### src/rtl/fcd_pkg.sv
`timescale 1ns/1ps
package fcd_pkg;
  localparam logic MODE_FRAC   = 1'b0;
  localparam logic MODE_RELOAD = 1'b1;

  typedef enum logic [1:0] {
    ACT_HOLD  = 2'd0,
    ACT_WRITE = 2'd1,
    ACT_SEED  = 2'd2,
    ACT_STEP  = 2'd3
  } fcd_action_e;
endpackage

### src/rtl/fcd_phase_acc.sv
`timescale 1ns/1ps
module fcd_phase_acc #(
  parameter int W = 8
) (
  input  logic [W-1:0] acc,
  input  logic [W-1:0] step,
  output logic [W-1:0] sum,
  output logic         carry
);
  localparam int WX = W + 1;
  logic [WX-1:0] wide;

  always_comb begin
    wide  = {1'b0, acc} + {1'b0, step};
    sum   = wide[W-1:0];
    carry = wide[W];
  end
endmodule

### src/rtl/fcd_reload_ctr.sv
`timescale 1ns/1ps
module fcd_reload_ctr #(
  parameter int W = 8
) (
  input  logic [W-1:0] cnt,
  input  logic [W-1:0] reload,
  output logic [W-1:0] nxt,
  output logic         wrap
);
  localparam logic [W-1:0] ONE = {{(W-1){1'b0}}, 1'b1};

  always_comb begin
    wrap = &cnt;
    nxt  = wrap ? reload : cnt + ONE;
  end
endmodule

### src/rtl/fcd_sticky.sv
`timescale 1ns/1ps
module fcd_sticky (
  input  logic clk,
  input  logic rst,
  input  logic set,
  input  logic clr,
  output logic flag
);
  always_ff @(posedge clk) begin
    if (rst)      flag <= 1'b0;
    else if (set) flag <= 1'b1;
    else if (clr) flag <= 1'b0;
  end


  sticky_set_chk: assert property (@(posedge clk) disable iff (rst)
    set |=> flag);

  sticky_hold_chk: assert property (@(posedge clk) disable iff (rst)
    (flag && !clr) |=> flag);

  sticky_clear_chk: assert property (@(posedge clk) disable iff (rst)
    (clr && !set) |=> !flag);
endmodule

### src/rtl/frac_clkdiv.sv
`timescale 1ns/1ps
module frac_clkdiv
  import fcd_pkg::*;
#(
  parameter int W = 8
) (
  input  logic         clk,
  input  logic         rst,
  input  logic         tick_in,
  input  logic         cfg_en,
  input  logic         cfg_mode,
  input  logic [W-1:0] cfg_step,
  input  logic         res_wr,
  input  logic [W-1:0] res_wdata,
  input  logic         flag_clr,
  output logic [W-1:0] result,
  output logic         tick_out,
  output logic         irq,
  output logic         ovf_flag
);
  logic         en_q;
  logic [W-1:0] acc_sum;
  logic         acc_carry;
  logic [W-1:0] ctr_nxt;
  logic         ctr_wrap;
  logic [W-1:0] res_nxt;
  logic         tick_nxt;
  logic         irq_nxt;
  fcd_action_e  act;

  fcd_phase_acc #(.W(W)) u_acc (
    .acc   (result),
    .step  (cfg_step),
    .sum   (acc_sum),
    .carry (acc_carry)
  );

  fcd_reload_ctr #(.W(W)) u_ctr (
    .cnt    (result),
    .reload (cfg_step),
    .nxt    (ctr_nxt),
    .wrap   (ctr_wrap)
  );

  always_comb begin
    if (res_wr)
      act = ACT_WRITE;
    else if (!cfg_en)
      act = ACT_HOLD;
    else if (cfg_mode == MODE_RELOAD && !en_q)
      act = ACT_SEED;
    else if (tick_in)
      act = ACT_STEP;
    else
      act = ACT_HOLD;
  end

  always_comb begin
    res_nxt  = result;
    tick_nxt = 1'b0;
    irq_nxt  = 1'b0;
    unique case (act)
      ACT_WRITE: res_nxt = res_wdata;
      ACT_SEED:  res_nxt = cfg_step;
      ACT_STEP: begin
        if (cfg_mode == MODE_FRAC) begin
          res_nxt  = acc_sum;
          tick_nxt = acc_carry;
        end else begin
          res_nxt  = ctr_nxt;
          irq_nxt  = ctr_wrap;
        end
      end
      default: res_nxt = result;
    endcase
  end

  always_ff @(posedge clk) begin
    if (rst) begin
      result   <= '0;
      tick_out <= 1'b0;
      irq      <= 1'b0;
      en_q     <= 1'b0;
    end else begin
      result   <= res_nxt;
      tick_out <= tick_nxt;
      irq      <= irq_nxt;
      en_q     <= cfg_en;
    end
  end

  fcd_sticky u_flag (
    .clk  (clk),
    .rst  (rst),
    .set  (irq_nxt),
    .clr  (flag_clr),
    .flag (ovf_flag)
  );


  idle_hold_chk: assert property (@(posedge clk) disable iff (rst)
    (!cfg_en && !res_wr) |=> ($stable(result) && !tick_out && !irq));

  tick_src_chk: assert property (@(posedge clk) disable iff (rst)
    tick_out |-> ($past(cfg_mode) == MODE_FRAC && $past(tick_in) && $past(cfg_en)));

  irq_reload_chk: assert property (@(posedge clk) disable iff (rst)
    irq |-> (result == $past(cfg_step) && !tick_out));

  zero_step_chk: assert property (@(posedge clk) disable iff (rst)
    (cfg_en && !res_wr && cfg_mode == MODE_FRAC && cfg_step == '0) |=> !tick_out);

  write_load_chk: assert property (@(posedge clk) disable iff (rst)
    res_wr |=> (result == $past(res_wdata)));

  flag_on_irq_chk: assert property (@(posedge clk) disable iff (rst)
    irq |-> ovf_flag);

  event_excl_chk: assert property (@(posedge clk) disable iff (rst)
    $onehot0({tick_out, irq}));
endmodule

### config.mk
export PLATFORM = sky130hd
export DESIGN_NAME = frac_clkdiv
export DESIGN_NICKNAME = d
export VERILOG_FILES = /design/src/rtl/fcd_pkg.sv /design/src/rtl/fcd_phase_acc.sv /design/src/rtl/fcd_reload_ctr.sv /design/src/rtl/fcd_sticky.sv /design/src/rtl/frac_clkdiv.sv
export SDC_FILE = /design/constraint.sdc
export NUM_CORES = 1
export LEC_CHECK = 0
export CORE_UTILIZATION = 43
export DETAILED_ROUTE_END_ITERATION = 10
export HOLD_SLACK_MARGIN = 0.1
export PLACE_DENSITY_LB_ADDON = 0.15
export SETUP_SLACK_MARGIN = 0.3
export SLEW_MARGIN = 20
export SYNTH_ARGS = -nofsm -noshare
export SYNTH_HDL_FRONTEND = slang
export SYNTH_SLANG_ARGS = --single-unit
### constraint.sdc
create_clock -name clk -period 6.8 [get_ports clk]
set_input_delay 2.04 -clock clk [delete_from_list [all_inputs] [get_ports clk]]
set_output_delay 2.04 -clock clk [all_outputs]
set_load 0.005 [all_outputs]
==> results.toml <==
[worst_setup_path]
worst_setup_path_end_kind = "register"
cp-start-kind = "input port"
required_ns = 6.95
worstSetupPathType = "in -> reg"
path_max_fanout = 12
slowest_stage = "clkdlybuf4s50_1"
path_cells = "clkdlybuf4s50_1, nor2b_1, mux2i_1, a21oi_1, a221oi_1, o32ai_1"
path_delay_family = "buffers and inverters"
crit_arrival_ns = 4.13
critPathMaxStageDelay_ns = 0.79
crit_buf_inv = 1

[synth]
synth_cell_types = 41
synth_seq_cells = 12
synth_edf_count = 0
yosysSeqAreaShare = 0.198
async_flop_share = 0
synth_flop_cell = "dfxtp_1"
syn_area_um2 = 1210
synth_nets = 178
ys.warnings.count = 0
avgSynthCellArea_um2 = 8.38
synth_cells = 145

[cts]
clock_latency_ns = 0.28
cts_buffers = 3
cts-root-buf = "clkbuf_4"
cts_tree = "built"
cts_hold_buf = 0
cts_resized = 0
cts_buffer_depth = 2
post_cts_buffers = 0
clock_sinks = 12
clk_pin_slew_ns = 0.08
cts-htree-levels = 1

[finish]
drive_gt1_frac = 0.0568
layout_common_cells = "clkdlybuf4s50_1, nor2_1, dfxtp_1"
areaGrowthSynthToFinish_pct = 27.9
layout_commonest_cell = "clkdlybuf4s50_1"
fillCellCount = 254
fin_nets = 211
diodes = 0

[pwr]
power_density_nw_per_um2 = 142
ir_worst_vdd_v = 0.0000964
p_leak_nw = 0.650

[timing]
max-slew-margin-rel = 0.644
setup_ws_ns = 2.82
period_share = 0.586
tightest_slew_ns = 0.532
maxSlewViolCount = 0
max_freq_mhz = 251
setup_tns_ns = 0
min_period_ns = 3.98
rsz0062_at_grt = "no"
finalHoldViolations = 0
finalSetupViolCount = 0
finalClockSkew_ns = 0.00251

[global_routing]
grt_pass1_vias = 1188
antenna_found_initial = 0
grt_max_degree = 14
grt_pass1_wl_um = 5660
track_usage = 0.268
overflow = 0

[die]
die_area_um2 = 3040
initial_core_util = 0.473
core_area_um2 = 2570
rows = 18
die_h_um = 55.2
die_w_um = 55.2
num_io_pins = 34

[detailed_routing]
drtIter0Drc = 30
vias_per_cell = 6.26
ant_nets = 0
drt_first_pass_iters = 7
drc = 1
wl_per_cell_um = 16.6
wl_um = 3430
vias = 1289

[placement]
hpwl_um = 2650
port_buffers = 33
dp_slack_ns = 2.56
place.gp.congestion = 0.904

[run_status]
outcome = "complete, but fails checks"
violations = "design-rule violations"

[flow_run]
maxCapViolCount = 0

[hold_path]
min_path_type = "reg -> reg"
[flip-flops by register name, indices dropped and copies added, names as in the netlist]
| name | flops |
|---|---|
| result | 8 |
| tick_out | 1 |
| en_q | 1 |
| irq | 1 |
| u_flag.flag | 1 |
[area by class of cell]
cell class | count | area (um2) | area share
timing repair buffer | 33 | 330 | 0.213
sequential | 12 | 240 | 0.155
multi-input combinational | 122 | 901 | 0.580
tap | 30 | 37.5 | 0.0242
inverter | 6 | 22.5 | 0.0145
clock buffer | 3 | 22.5 | 0.0145
[final timing paths]
| check | from | end | slack [ns] | depth (start not counted) |
|---|---|---|---|---|
| worst min register to register | u_flag.flag$_SDFFE_PP0P_ | u_flag.flag$_SDFFE_PP0P_ | 0.50 | 2 |
| worst max-delay path | cfg_mode | result[7]$_SDFFE_PP0P_ | 2.82 | 6 |
| worst min-delay path | u_flag.flag$_SDFFE_PP0P_ | u_flag.flag$_SDFFE_PP0P_ | 0.50 | 2 |
| worst max register to register | result[0]$_SDFFE_PP0P_ | result[6]$_SDFFE_PP0P_ | 4.55 | 7 |
[per-stage QoR]
stage / total power (W) / cells / area [um2] / hold WS (ns) / util
after global routing: 0.000235 / 206 / 1550 / 0.531 / 0.605
after CTS: 0.000220 / 206 / 1550 / 0.507 / 0.605
after detailed placement: 0.000175 / 203 / 1530 / 0.487 / 0.596
final: 0.000221 / 206 / 1550 / 0.499 / 0.605
after floorplan: 0.000140 / 145 / 1210 / 0.480 / -
after global placement: 0.000173 / 203 / 1530 / 0.467 / 0.596
[cell families after synthesis]
logic type      synth area share
fa+ha+maj                  0.109
mux                       0.0247
flops                      0.198
compound gates             0.279
buf+inv                   0.0608
xor+xnor                  0.0577
simple gates               0.271
[power by group]
part | switching (W) | internal (W)
Sequential | 0.0000104 | 0.0000750
Clock | 0.0000263 | 0.0000206
Combinational | 0.0000415 | 0.0000476
Total | 0.0000782 | 0.000143
[metal layers]
| layer | routed length, um | track usage | up-vias | part of all wire |
|---|---|---|---|---|
| met5 | 0 | 0 | - | 0 |
| met4 | 131 | 0.121 | 0 | 0.038 |
| met3 | 258 | 0.0519 | 16 | 0.075 |
| met2 | 1630 | 0.462 | 66 | 0.48 |
| met1 | 1400 | 0.318 | 591 | 0.41 |
| li1 | - | - | 616 | - |
[cells in the mapped netlist, types with 4 or more instances]
cell / number / area share
a211oi_1: 7 / 0.043
a21o_1: 6 / 0.037
a21oi_1: 5 / 0.021
a221oi_1: 4 / 0.029
a22oi_1: 4 / 0.025
dfxtp_1: 12 / 0.20
ha_1: 9 / 0.093
inv_1: 6 / 0.019
nand2_1: 8 / 0.025
nand2b_1: 4 / 0.021
nor2_1: 13 / 0.040
nor2b_1: 5 / 0.026
nor3_1: 6 / 0.025
o21ai_0: 5 / 0.021
xnor2_1: 5 / 0.036
[worst reg2reg max path: cells and delay by family (launching register included)]
family,cells,cell delay (ns)
AO/OA/AOI/OAI,5,1.01
adder cells (fa/ha/maj),2,0.72
flip-flops,1,0.43
Power figures use the tool's default switching activity.
